[src/rtl/rstq_pkg.sv]
`timescale 1ns/1ps
package rstq_pkg;
  localparam int DEF_HARD_MIN    = 255;
  localparam int DEF_SOFT_MIN    = 2;
  localparam int DEF_SYNC_STAGES = 2;

  typedef enum logic {
    SOFT_IDLE  = 1'b0,
    SOFT_ARMED = 1'b1
  } soft_st_t;
endpackage

[src/rtl/rstq_sync.sv]
`timescale 1ns/1ps
module rstq_sync #(
  parameter int WIDTH  = 2,
  parameter int STAGES = 2
) (
  input  logic             clk,
  input  logic             rst,
  input  logic [WIDTH-1:0] din,
  output logic [WIDTH-1:0] dout
);
  logic [WIDTH-1:0] stg [STAGES];

  always_ff @(posedge clk) begin
    if (rst) stg[0] <= '1;
    else     stg[0] <= din;
  end

  for (genvar g = 1; g < STAGES; g++) begin : g_stage
    always_ff @(posedge clk) begin
      if (rst) stg[g] <= '1;
      else     stg[g] <= stg[g-1];
    end
  end

  assign dout = stg[STAGES-1];
endmodule

[src/rtl/rstq_hard.sv]
`timescale 1ns/1ps
module rstq_hard #(
  parameter int HARD_MIN = 255
) (
  input  logic clk,
  input  logic rst,
  input  logic active,
  output logic exc,
  output logic oe,
  output logic err
);
  localparam int CNT_W = $clog2(HARD_MIN + 1);
  localparam logic [CNT_W-1:0] CNT_MAX = CNT_W'(HARD_MIN);

  logic [CNT_W-1:0] cnt;
  logic             was_active;

  always_ff @(posedge clk) begin
    if (rst) begin
      cnt        <= '0;
      was_active <= 1'b0;
      exc        <= 1'b0;
      oe         <= 1'b1;
      err        <= 1'b0;
    end else begin
      was_active <= active;
      exc        <= 1'b0;
      if (active) begin
        if (cnt != CNT_MAX) cnt <= cnt + 1'b1;
        oe <= 1'b0;
      end else if (was_active) begin
        cnt <= '0;
        if (cnt == CNT_MAX) begin
          exc <= 1'b1;
        end else begin
          err <= 1'b1;
          oe  <= 1'b1;
        end
      end else if (exc) begin
        oe <= 1'b1;
      end
    end
  end
endmodule

[src/rtl/rstq_soft.sv]
`timescale 1ns/1ps
module rstq_soft
  import rstq_pkg::*;
#(
  parameter int SOFT_MIN = 2
) (
  input  logic clk,
  input  logic rst,
  input  logic pin_s,
  input  logic tick,
  input  logic hard_active,
  output logic exc
);
  localparam int TW = $clog2(SOFT_MIN + 1);
  localparam logic [TW-1:0] T_LAST = TW'(SOFT_MIN - 1);

  soft_st_t      st;
  logic          prev;
  logic [TW-1:0] tcnt;

  always_ff @(posedge clk) begin
    if (rst) begin
      st   <= SOFT_IDLE;
      prev <= 1'b1;
      tcnt <= '0;
      exc  <= 1'b0;
    end else begin
      prev <= pin_s;
      exc  <= 1'b0;
      if (hard_active) begin
        st   <= SOFT_IDLE;
        tcnt <= '0;
      end else if (prev && !pin_s) begin
        st   <= SOFT_ARMED;
        tcnt <= '0;
      end else if (st == SOFT_ARMED) begin
        if (pin_s) begin
          st <= SOFT_IDLE;
        end else if (tick) begin
          if (tcnt == T_LAST) begin
            exc <= 1'b1;
            st  <= SOFT_IDLE;
          end else begin
            tcnt <= tcnt + 1'b1;
          end
        end
      end
    end
  end
endmodule

[src/rtl/rst_qualifier.sv]
`timescale 1ns/1ps
module rst_qualifier
  import rstq_pkg::*;
#(
  parameter int HARD_MIN    = DEF_HARD_MIN,
  parameter int SOFT_MIN    = DEF_SOFT_MIN,
  parameter int SYNC_STAGES = DEF_SYNC_STAGES
) (
  input  logic clk,
  input  logic rst,
  input  logic hard_req_n,
  input  logic soft_req_n,
  input  logic bus_tick,
  output logic drive_en,
  output logic hard_exc,
  output logic soft_exc,
  output logic short_err
);
  logic [1:0] pins_s;
  logic       hard_active;

  rstq_sync #(.WIDTH(2), .STAGES(SYNC_STAGES)) u_sync (
    .clk (clk),
    .rst (rst),
    .din ({hard_req_n, soft_req_n}),
    .dout(pins_s)
  );

  assign hard_active = ~pins_s[1];

  rstq_hard #(.HARD_MIN(HARD_MIN)) u_hard (
    .clk   (clk),
    .rst   (rst),
    .active(hard_active),
    .exc   (hard_exc),
    .oe    (drive_en),
    .err   (short_err)
  );

  rstq_soft #(.SOFT_MIN(SOFT_MIN)) u_soft (
    .clk        (clk),
    .rst        (rst),
    .pin_s      (pins_s[0]),
    .tick       (bus_tick),
    .hard_active(hard_active),
    .exc        (soft_exc)
  );
endmodule

[config.mk]
export PLATFORM = sky130hd
export DESIGN_NAME = rst_qualifier
export DESIGN_NICKNAME = d
export VERILOG_FILES = /design/src/rtl/rstq_pkg.sv /design/src/rtl/rstq_sync.sv /design/src/rtl/rstq_hard.sv /design/src/rtl/rstq_soft.sv /design/src/rtl/rst_qualifier.sv
export SDC_FILE = /design/constraint.sdc
export NUM_CORES = 1
export LEC_CHECK = 0
export ABC_AREA = 1
export BUFFER_PORTS_ARGS = -buffer_cell sky130_fd_sc_hd__buf_2
export CAP_MARGIN = 0
export CORE_ASPECT_RATIO = 0.8
export CORE_UTILIZATION = 44
export DETAILED_ROUTE_END_ITERATION = 8
export GPL_ROUTABILITY_DRIVEN = 1
export SLEW_MARGIN = 0
export SYNTH_ARGS = -nofsm -noshare
export SYNTH_HDL_FRONTEND = slang
export SYNTH_SLANG_ARGS = --single-unit
export TNS_END_PERCENT = 10
[constraint.sdc]
create_clock -name clk -period 1.5 [get_ports clk]
set_clock_uncertainty 0.15 [all_clocks]
set_input_delay 0 -clock clk [delete_from_list [all_inputs] [get_ports clk]]
set_output_delay 0 -clock clk [all_outputs]
set_load 0.005 [all_outputs]
==> results of run 1 <==
[metal layers]
metal | track usage, % | wire length, µm | vias to the layer above
li1 | - | - | 426
met1 | 24.6 | 856 | 337
met2 | 26.3 | 736 | 15
met3 | 7.53 | 76 | 0
met4 | 1.58 | 0 | 0
met5 | 0 | 0 | -
[registers in the layout (all words and copies together), names as in the netlist]
register,flops
u_soft.tcnt,2
u_hard.was_active,1
u_hard.oe,1
u_soft.prev,1
u_hard.exc,1
u_sync.stg,4
u_hard.cnt,8
u_soft.exc,1
u_soft.st,1
u_hard.err,1
[worst min path at each step]
stage	slack [ns]	start	end	cells after the start
floorplan	-0.05	soft_req_n	u_sync.stg[0][0]	1
global placement	0.03	hard_req_n	u_sync.stg[0][1]	2
detailed placement	0.05	hard_req_n	u_sync.stg[0][1]	2
CTS	0.28	rst	u_sync.stg[0][1]	3
global route	0.20	rst	u_hard.cnt[3]	3
finish	0.17	rst	u_hard.cnt[3]	3
[logic make-up after synthesis]
| group | count (synthesis) | share of synthesized area, % |
|---|---|---|
| and+or+nand+nor | 61 | 33.4 |
| AOI/OAI and AO/OA | 17 | 10.3 |
| buffers and inverters | 18 | 7.53 |
| DFF | 21 | 46.0 |
| adders and majority gates | 2 | 2.74 |
[per-stage QoR]
step	total power, mW	cells	utilization (%)	hold slack (ns)	worst slack [ns]
global placement	0.640	152	52.0	0.0339	0.128
floorplan	0.621	119	-	-0.0462	0.122
global route	0.962	162	57.1	0.198	-0.0304
CTS	0.937	162	56.7	0.279	0.0280
detailed placement	0.640	152	52.0	0.0476	0.0864
finish	0.918	162	57.1	0.173	0.0718
[what timing repair did]
| action | CTS | global route |
|---|---|---|
| resized for setup | 0 | 5 |
| endpoints found under the hold margin | 18 | 0 |
| setup endpoints to repair | 0 | 8 |
| hold buffers | 6 | 0 |
[report_power, final]
| part | total (mW) | leakage [nW] | switching (mW) | internal (mW) |
|---|---|---|---|---|
| Clock | 0.277 | 0.0139 | 0.176 | 0.102 |
| Combinational | 0.0640 | 0.288 | 0.0330 | 0.0309 |
| Sequential | 0.576 | 0.172 | 0.00651 | 0.570 |
| Total | 0.918 | 0.474 | 0.215 | 0.702 |
[tightest hold or removal path, cell delays in order]
cell and delay [ns]:
buf_2 0.09, dlymetal6s4s_1 0.46, a21oi_2 0.04
[area by class of cell]
cell class | instances | area, µm² | share of cell area, %
flip-flops and latches | 21 | 423 | 38.8
repair buffers | 16 | 118 | 10.8
clock inverters | 1 | 7.51 | 0.688
inverters | 17 | 63.8 | 5.85
multi-input cells | 80 | 427 | 39.1
well taps | 24 | 30.0 | 2.75
clock buffers | 3 | 22.5 | 2.06
[cells in the final DEF (no fill, tap or decap), drive strengths merged]
master and instances:
nor4 1, o22ai 1, dlygate4sd3 5, inv 17
dfxtp 21, buf 10, a21oi 12, ha 2
nor2 15, nand2 22, nand3 14, clkbuf 3
dlymetal6s4s 1, nand4 2, nor3 1, o21ai 4
or2 6, clkinvlp 1
==> flow_metrics.tcl, run 1 <==
set metrics [dict create \
    cp.buffers_inverters 0 \
    clock_sinks 21 \
    firstDrtPassIters 4 \
    fin_crit_sh_pct 95.2 \
    routedWlPerCell_um 10.3 \
    endpoint "u_hard.cnt[3]" \
    cts-root-buf "clkbuf_4" \
    critPathKind "register to register" \
    htreeDepth 1 \
    cts.path.max_buffers 2 \
    overflow 0 \
    placed_cell_area_um2 993 \
    ant_nets 0 \
    std_cell_rows 14 \
    vdd_ir_drop_max_v 0.000843 \
    cp_max_fo 8 \
    slew_viol_final 0 \
    p_leak_nw 0.474 \
    nets 146 \
    fin_tns_setup_ns 0 \
    drc 0 \
    start_util_pct 47.8 \
    grt_antenna_before_repair 0 \
    io_buffers 8 \
    timing.fmax_mhz 700 \
    r2r-end "u_hard.cnt[3]" \
    status "complete, no violations" \
    cp-end-kind "register" \
    synth_area_leaders "dfxtp_1, nand2_1, nand3_1, inv_1, a21oi_1" \
    core_area_um2 1910 \
    drtIter0Drc 12 \
    max_slew_margin_pct 69.9 \
    rsz0062_at_grt "yes" \
    drv_cap 0 \
    grt_pass1_wl_um 2930 \
    synthCells 119 \
    area_delta_synth_final_pct 19.5 \
    synth_edf_count 0 \
    path_delay_family "simple AND/OR/NAND/NOR gates" \
    clk_pin_slew_ns 0.12 \
    final.fill_count 174 \
    timing.rr.start "u_hard.cnt[0]" \
    tightest_slew_ns 0.451 \
    cp.required_ns 1.54 \
    synth_flop_cell "dfxtp_1" \
    via_per_inst 4.80 \
    cp.depth 8 \
    synth_nets 126 \
    synth_warnings 0 \
    final_cell_area_um2 1090 \
    hpwl_um 1220 \
    ys_types 21 \
    setup_viol 0 \
    ff2ff_path_depth 8 \
    worst-r2r-setup-slack_ns 0.07 \
    cpMaxStageDelayCell "dfxtp_2" \
    die_h_um 42.8 \
    critPathArrivalTime_ns 1.47 \
    syn_avg_cell_area_um2 7.68 \
    synth_top_area_share_pct 46.0 \
    max_stage_delay_ns 0.35 \
    die_area_um2 2260 \
    period_needed_ns 1.43 \
    synth_most_common_cell "dfxtp_1" \
    hold_violations 0 \
    synth_common_cells "dfxtp_1, nand2_1, inv_1, nand3_1, nor2_1" \
    hold_class "primary input to register" \
    synth_seq_area_share_pct 46.0 \
    clock_latency_ns 0.30 \
    cp-start-kind "register" \
    cts_tree "done" \
    synth-seq-cells 21 \
    yosys.area.top_type "dfxtp_1" \
    startpoint "u_hard.cnt[0]" \
    postCtsSetupBuffers 0 \
    synth-async-reset-ratio_pct 0 \
    cp_cell_sequence "ha_1 -> nand2_2 -> nor2_4 -> nand2_4 -> nand2_4 -> nand2_1 -> nand2_1 -> a21oi_2" \
    power.density_nw_per_um2 841 \
    wirelength_um 1670 \
    ioPinCount 9 \
    num_vias 778 \
    routabilityCongestion 0.860 \
    synth_area_um2 913 \
    drive_gt1_share_pct 23.9 \
    cts_buffers 3 \
    diodes 0 \
    dieWidth_um 52.9 \
    grt_pass1_vias 695 \
    grt.total_usage_pct 17.7 \
    grt_max_degree 14 \
]
No activity file was read; power rests on OpenSTA's default activity.
==> run 2, diff against run 1 <==
- SYNTH_HIERARCHICAL: unset -> 1
==> run 2 against run 1 <==
  * Cell area increased by 6.4%
  * Count of clock-buffer cells in the layout did not move
  * Die area up 4.6%
  * Synthesized cell count up 10%
  * Cell count up 8.0%
  * Setup slack got worse by 0.060 ns
  * First-iteration DRC count rose to 3.6 times the previous value
  * Maximum frequency decreased by 4.0%
==> flow_metrics.tcl, run 2 <==
set metrics [dict create \
    startpoint "u_hard/cnt[1]" \
    start_util_pct 48.8 \
    area_delta_synth_final_pct 21.3 \
    ff2ff_path_depth 7 \
    cts_buffers 3 \
    path_delay_family "simple AND/OR/NAND/NOR gates" \
    cp.required_ns 1.55 \
    synth_top_area_share_pct 43.9 \
    cts.path.max_buffers 2 \
    std_cell_rows 14 \
    grt_pass1_vias 696 \
    endpoint "u_hard/cnt[4]" \
    cp-start-kind "register" \
    p_leak_nw 0.520 \
    synth_edf_count 0 \
    fin_ws_ns 0.0117 \
    synth_seq_area_share_pct 43.9 \
    nets 159 \
    wirelength_um 1860 \
    synth_warnings 6 \
    synth_area_leaders "dfxtp_1, nand2_1, nand3_1, inv_1, nor2_1" \
    routabilityCongestion 0.843 \
    grt_max_degree 14 \
    io_buffers 8 \
    status "complete, no violations" \
    clk_pin_slew_ns 0.12 \
    fin_cells 175 \
    die_h_um 43.7 \
    core_area_um2 1960 \
    regMostFlops "u_hard/cnt" \
    ys_types 21 \
    timing.fmax_mhz 672 \
    syn_avg_cell_area_um2 7.31 \
    clock_sinks 21 \
    rsz0062_at_grt "yes" \
    synth-seq-cells 21 \
    synth_nets 138 \
    power.density_nw_per_um2 793 \
    largest_reg_flops 8 \
    synth-async-reset-ratio_pct 0 \
    htreeDepth 1 \
    layout_commonest_cell "nand2_1" \
    synth_flop_cell "dfxtp_1" \
    share_comb_of_total_power_pct 7.6 \
    vdd_ir_drop_max_v 0.000750 \
    critPathArrivalTime_ns 1.53 \
    hold_violations 0 \
    cp.buffers_inverters 1 \
    ant_nets 0 \
    max_stage_delay_ns 0.38 \
    dp_cells 164 \
    diodes 0 \
    max_slew_margin_pct 80.6 \
    overflow 0 \
    drv_cap 0 \
    setup_viol 0 \
    grt_antenna_before_repair 0 \
    cts-root-buf "clkbuf_4" \
    drc 0 \
    clock_latency_ns 0.30 \
    p_switching_uw 221 \
    cp.depth 7 \
    p_clk_share_pct 30.1 \
    fin_crit_sh_pct 99.2 \
    critPathKind "register to register" \
    p_int_uw 699 \
    cts_tree "done" \
    synthCells 131 \
    ioPinCount 9 \
    period_needed_ns 1.49 \
    swShare_pct 24.1 \
    slew_viol_final 0 \
    hpwl_um 1340 \
    cp_max_fo 4 \
    timing.rr.start "u_hard/cnt[1]" \
    grt.total_usage_pct 17.7 \
    via_per_inst 4.86 \
    die_area_um2 2370 \
    p_seq_share_pct 62.3 \
    cp_cell_sequence "ha_4 -> nand2_4 -> nor2_4 -> buf_4 -> or2_2 -> nand3_1 -> a21oi_1" \
    pre_cts_slack_ns 0.0508 \
    r2r-end "u_hard/cnt[4]" \
    yosys.area.top_type "dfxtp_1" \
    tightest_slew_ns 0.289 \
    drive_gt1_share_pct 23.2 \
    firstDrtPassIters 4 \
    dieWidth_um 54.1 \
    worst-r2r-setup-slack_ns 0.01 \
    synth_most_common_cell "nand2_1" \
    final_cell_area_um2 1160 \
    drtIter0Drc 43 \
    grt_pass1_wl_um 2950 \
    cpMaxStageDelayCell "dfxtp_4" \
    hold_class "register to register" \
    placed_cell_area_um2 1040 \
    cp-end-kind "register" \
    routedWlPerCell_um 10.6 \
    synth_common_cells "nand2_1, dfxtp_1, inv_1, nand3_1, nor2_1" \
    synth_area_um2 957 \
    largest_registers "u_hard/cnt (8), u_sync/stg (4), u_soft/tcnt (2)" \
    num_vias 850 \
    final.fill_count 174 \
    mostFrequentLayoutCells "nand2_1, dfxtp_1, inv_1" \
]
[run 2: power by group through the flow]
stage | clock [mW] | sequential [mW] | combinational, mW
6_report | 0.277 | 0.574 | 0.0697
5_1_grt | 0.311 | 0.575 | 0.0774
3_5_place_dp | 0 | 0.588 | 0.0570
4_1_cts | 0.292 | 0.575 | 0.0692
2_1_floorplan | 0 | 0.587 | 0.0393
3_3_place_gp | 0 | 0.587 | 0.0562
[run 2: how the worst min path moves through the flow]
| stage | endpoint | slack, ns | depth (start not counted) | from |
|---|---|---|---|---|
| after floorplan | u_sync/stg[0][0] | -0.06 | 2 | soft_req_n |
| after global placement | u_sync/stg[0][1] | 0.03 | 3 | hard_req_n |
| after detailed placement | u_sync/stg[0][1] | 0.03 | 3 | hard_req_n |
| after CTS | u_sync/stg[1][0] | 0.28 | 2 | u_sync/stg[0][0] |
| after global routing | u_sync/stg[1][0] | 0.29 | 2 | u_sync/stg[0][0] |
| final | u_sync/stg[1][0] | 0.27 | 2 | u_sync/stg[0][0] |
[run 2: what timing repair did]
| action | in CTS | in global routing |
|---|---|---|
| hold buffers | 6 | 0 |
| hold endpoints to repair | 18 | 0 |
| resized for setup | 0 | 7 |
| setup buffers | 0 | 1 |
| setup endpoints to repair | 0 | 8 |
[run 2: final cells by class]
class	instances	area (µm²)	area share, %
clock inverters	1	7.51	0.647
multi-input cells	88	472	40.6
flip-flops and latches	21	428	36.9
inverters	21	78.8	6.79
clock buffers	3	22.5	1.94
repair buffers	17	123	10.6
well taps	24	30.0	2.59
[run 2: metal layers]
metal  GRT usage (%)  vias to the layer above  routed length [µm]
li1                -                      453                   -
met2            25.1                       32                 778
met3            7.37                        2                 136
met5               0                        -                   0
met1            25.4                      363                 934
met4            3.08                        0                  13
[run 2: tightest hold or removal path, stage by stage, from the launching register on]
cell and delay [ns]:
dfxtp_1 0.33, inv_1 0.04, nand2_2 0.04
[run 2: cells by family after synthesis]
| family | synth area share, % |
|---|---|
| compound gates | 8.50 |
| fa+ha+maj | 2.61 |
| buf+inv | 8.63 |
| flops | 43.9 |
| simple gates | 36.3 |
[run 2: stage by stage]
stage	power [mW]	TNS [ns]	hold slack (ns)	util, %
global placement	0.644	0	0.0293	52.9
finish	0.921	0	0.272	59.2
detailed placement	0.645	0	0.0326	52.9
floorplan	0.626	0	-0.0582	-
global route	0.964	-0.0209	0.294	59.2
CTS	0.936	0	0.275	57.5
==> run 3, diff against run 2 <==
- CORE_ASPECT_RATIO: 0.8 -> unset
- MAX_ROUTING_LAYER: unset -> met4
- SETUP_SLACK_MARGIN: unset -> 0.4
==> run 3 against run 2 <==
  * Total power shrank 0.41%
  * Clock power is 5% lower
  * Cell area is 6.3% higher
  * Sequential share of layout area fell by 2.2 points
  * Setup slack improved by 0.11 ns
  * Flip-flop and latch count unchanged
  * The flow now finishes with violations (negative hold slack)
  * Largest cell class unchanged
  * Sequential power about the same
  * Hold slack worse by 0.38 ns
  * Non-clock buffer count up 3
  * Critical path depth unchanged
==> flow_metrics.tcl, run 3 (synthesis gave the netlist of run 2 again) <==
set metrics [dict create \
    status "finished with violations" \
    violations "negative hold slack" \
    slew_viol_final 0 \
    critPathArrivalTime_ns 1.42 \
    drtIter0Drc 12 \
    diodes 0 \
    core_area_um2 2000 \
    ff2ff_path_depth 7 \
    worst-r2r-setup-slack_ns 0.12 \
    cts-root-buf "clkbuf_4" \
    r2r-end "u_hard/err" \
    area_delta_synth_final_pct 28.9 \
    clock_sinks 21 \
    routabilityCongestion 0.772 \
    dieWidth_um 48.6 \
    clk_pin_slew_ns 0.12 \
    gr-usage-met3_pct 2.83 \
    drive_gt1_share_pct 34.4 \
    final_cell_area_um2 1230 \
    rsz0062_at_grt "yes" \
    start_util_pct 47.8 \
    cts_hold_buf 5 \
    p_seq_share_pct 62.6 \
    cts_buffers 3 \
    startpoint "u_hard/cnt[1]" \
    vdd_ir_drop_max_v 0.000502 \
    critPathKind "register to register" \
    std_cell_rows 16 \
    wirelength_um 1890 \
    hold_class "primary input to register" \
    largest_registers "u_hard/cnt (8), u_sync/stg (4), u_soft/tcnt (2)" \
    mostFrequentLayoutCells "nand2_1, inv_1, dfxtp_1" \
    nets 162 \
    grt-busiest-layer "met2" \
    die_h_um 48.6 \
    timing.fmax_mhz 723 \
    cp_max_fo 6 \
    grt_antenna_before_repair 0 \
    grt.total_usage_pct 18.3 \
    dp_cells 166 \
    largest_reg_flops 8 \
    grt_util_met1_pct 25.3 \
    regMostFlops "u_hard/cnt" \
    drc 0 \
    p_switching_uw 216 \
    p_int_uw 701 \
    hold_violations 8 \
    p_leak_nw 0.545 \
    cp-end-kind "register" \
    final.fill_count 194 \
    ant_nets 0 \
    p_clk_share_pct 28.8 \
    grtUsageMet2_pct 27.1 \
    timing.rr.start "u_hard/cnt[1]" \
    whs_path_depth 2 \
    fin_crit_sh_pct 92.2 \
    grt_pass1_wl_um 3310 \
    cts.path.max_buffers 2 \
    whs_endpoint "u_hard/cnt[7]" \
    hpwl_um 1320 \
    tightest_slew_ns 0.287 \
    fin_tns_setup_ns 0 \
    grt_max_degree 13 \
    die_area_um2 2370 \
    htreeDepth 1 \
    multiInputGateArea_um2 520 \
    share_comb_of_total_power_pct 8.6 \
    cts_tree "done" \
    whs_ns -0.110 \
    num_vias 887 \
    fin_cells 181 \
    via_per_inst 4.90 \
    routedWlPerCell_um 10.5 \
    drv_cap 0 \
    power.density_nw_per_um2 743 \
    setup_viol 0 \
    seq_area_um2 428 \
    period_needed_ns 1.38 \
    hold_start "rst" \
    grt_pass1_vias 769 \
    cp.required_ns 1.54 \
    ioPinCount 9 \
    firstDrtPassIters 4 \
    cp-start-kind "register" \
    layout_commonest_cell "nand2_1" \
    swShare_pct 23.5 \
    io_buffers 8 \
    placed_cell_area_um2 1060 \
    max_slew_margin_pct 80.8 \
    clock_latency_ns 0.30 \
    overflow 0 \
]
run 3: changes by cell type in the layout (fill, tap and decap cells not counted), sizes merged:
| cell | delta |
|---|---|
| buf | +4 |
| clkinvlp | -1 |
| dlygate4sd3 | -1 |
| clkinv | +1 |
run 3: how the worst max path moves through the flow:
stage,cells past startpoint,endpoint,slack [ns]
after floorplan,8,u_hard/cnt[1],0.20
final,7,u_hard/err,0.12
after global placement,7,u_hard/cnt[2],0.15
after global routing,8,u_hard/cnt[1],0.06
after CTS,7,u_hard/cnt[4],0.13
after detailed placement,7,u_hard/cnt[2],0.07
run 3: metal layers:
| layer | up-vias | part of all wire, % |
|---|---|---|
| met2 | 17 | 45 |
| met4 | 0 | 0.42 |
| met3 | 2 | 3.6 |
| met1 | 414 | 50 |
| met5 | - | 0 |
| li1 | 454 | - |
run 3: metrics by stage:
step                      total power, mW  worst slack [ns]  utilization [%]
final                               0.917             0.117             61.6
after CTS                           0.927             0.131             60.3
after detailed placement            0.648            0.0748             53.1
after global placement              0.647             0.147             53.1
after global routing                0.968            0.0634             61.6
after floorplan                     0.629             0.198                -
run 3: power groups by stage:
stage / registers, mW / clock network, mW / logic (mW)
after CTS: 0.574 / 0.277 / 0.0755
after detailed placement: 0.589 / 0 / 0.0588
final: 0.574 / 0.264 / 0.0791
after global placement: 0.589 / 0 / 0.0578
after global routing: 0.576 / 0.304 / 0.0878
after floorplan: 0.588 / 0 / 0.0412
run 3: timing repair:
action	CTS	global route
pin swaps	7	6
setup endpoints to repair	13	15
gates cloned	0	0
buffers inserted	4	2
endpoints found under the hold margin	17	8
gates resized for setup	8	5
run 3: critical path: stages, from the launching register on:
cell and delay [ns]:
dfxtp_4 0.38, ha_4 0.14, nand2_4 0.06, nor2_4 0.15, nand2_4 0.11, buf_4 0.15
a21oi_2 0.10, nor2_1 0.04
run 3: final cells by class:
type                       instances  area share [%]
tap                               27            2.74
clock buffer                       3            1.83
inverter                          21            6.59
multi-input combinational         88            42.2
clock inverter                     1           0.406
timing repair buffer              20            11.6
sequential                        21            34.7
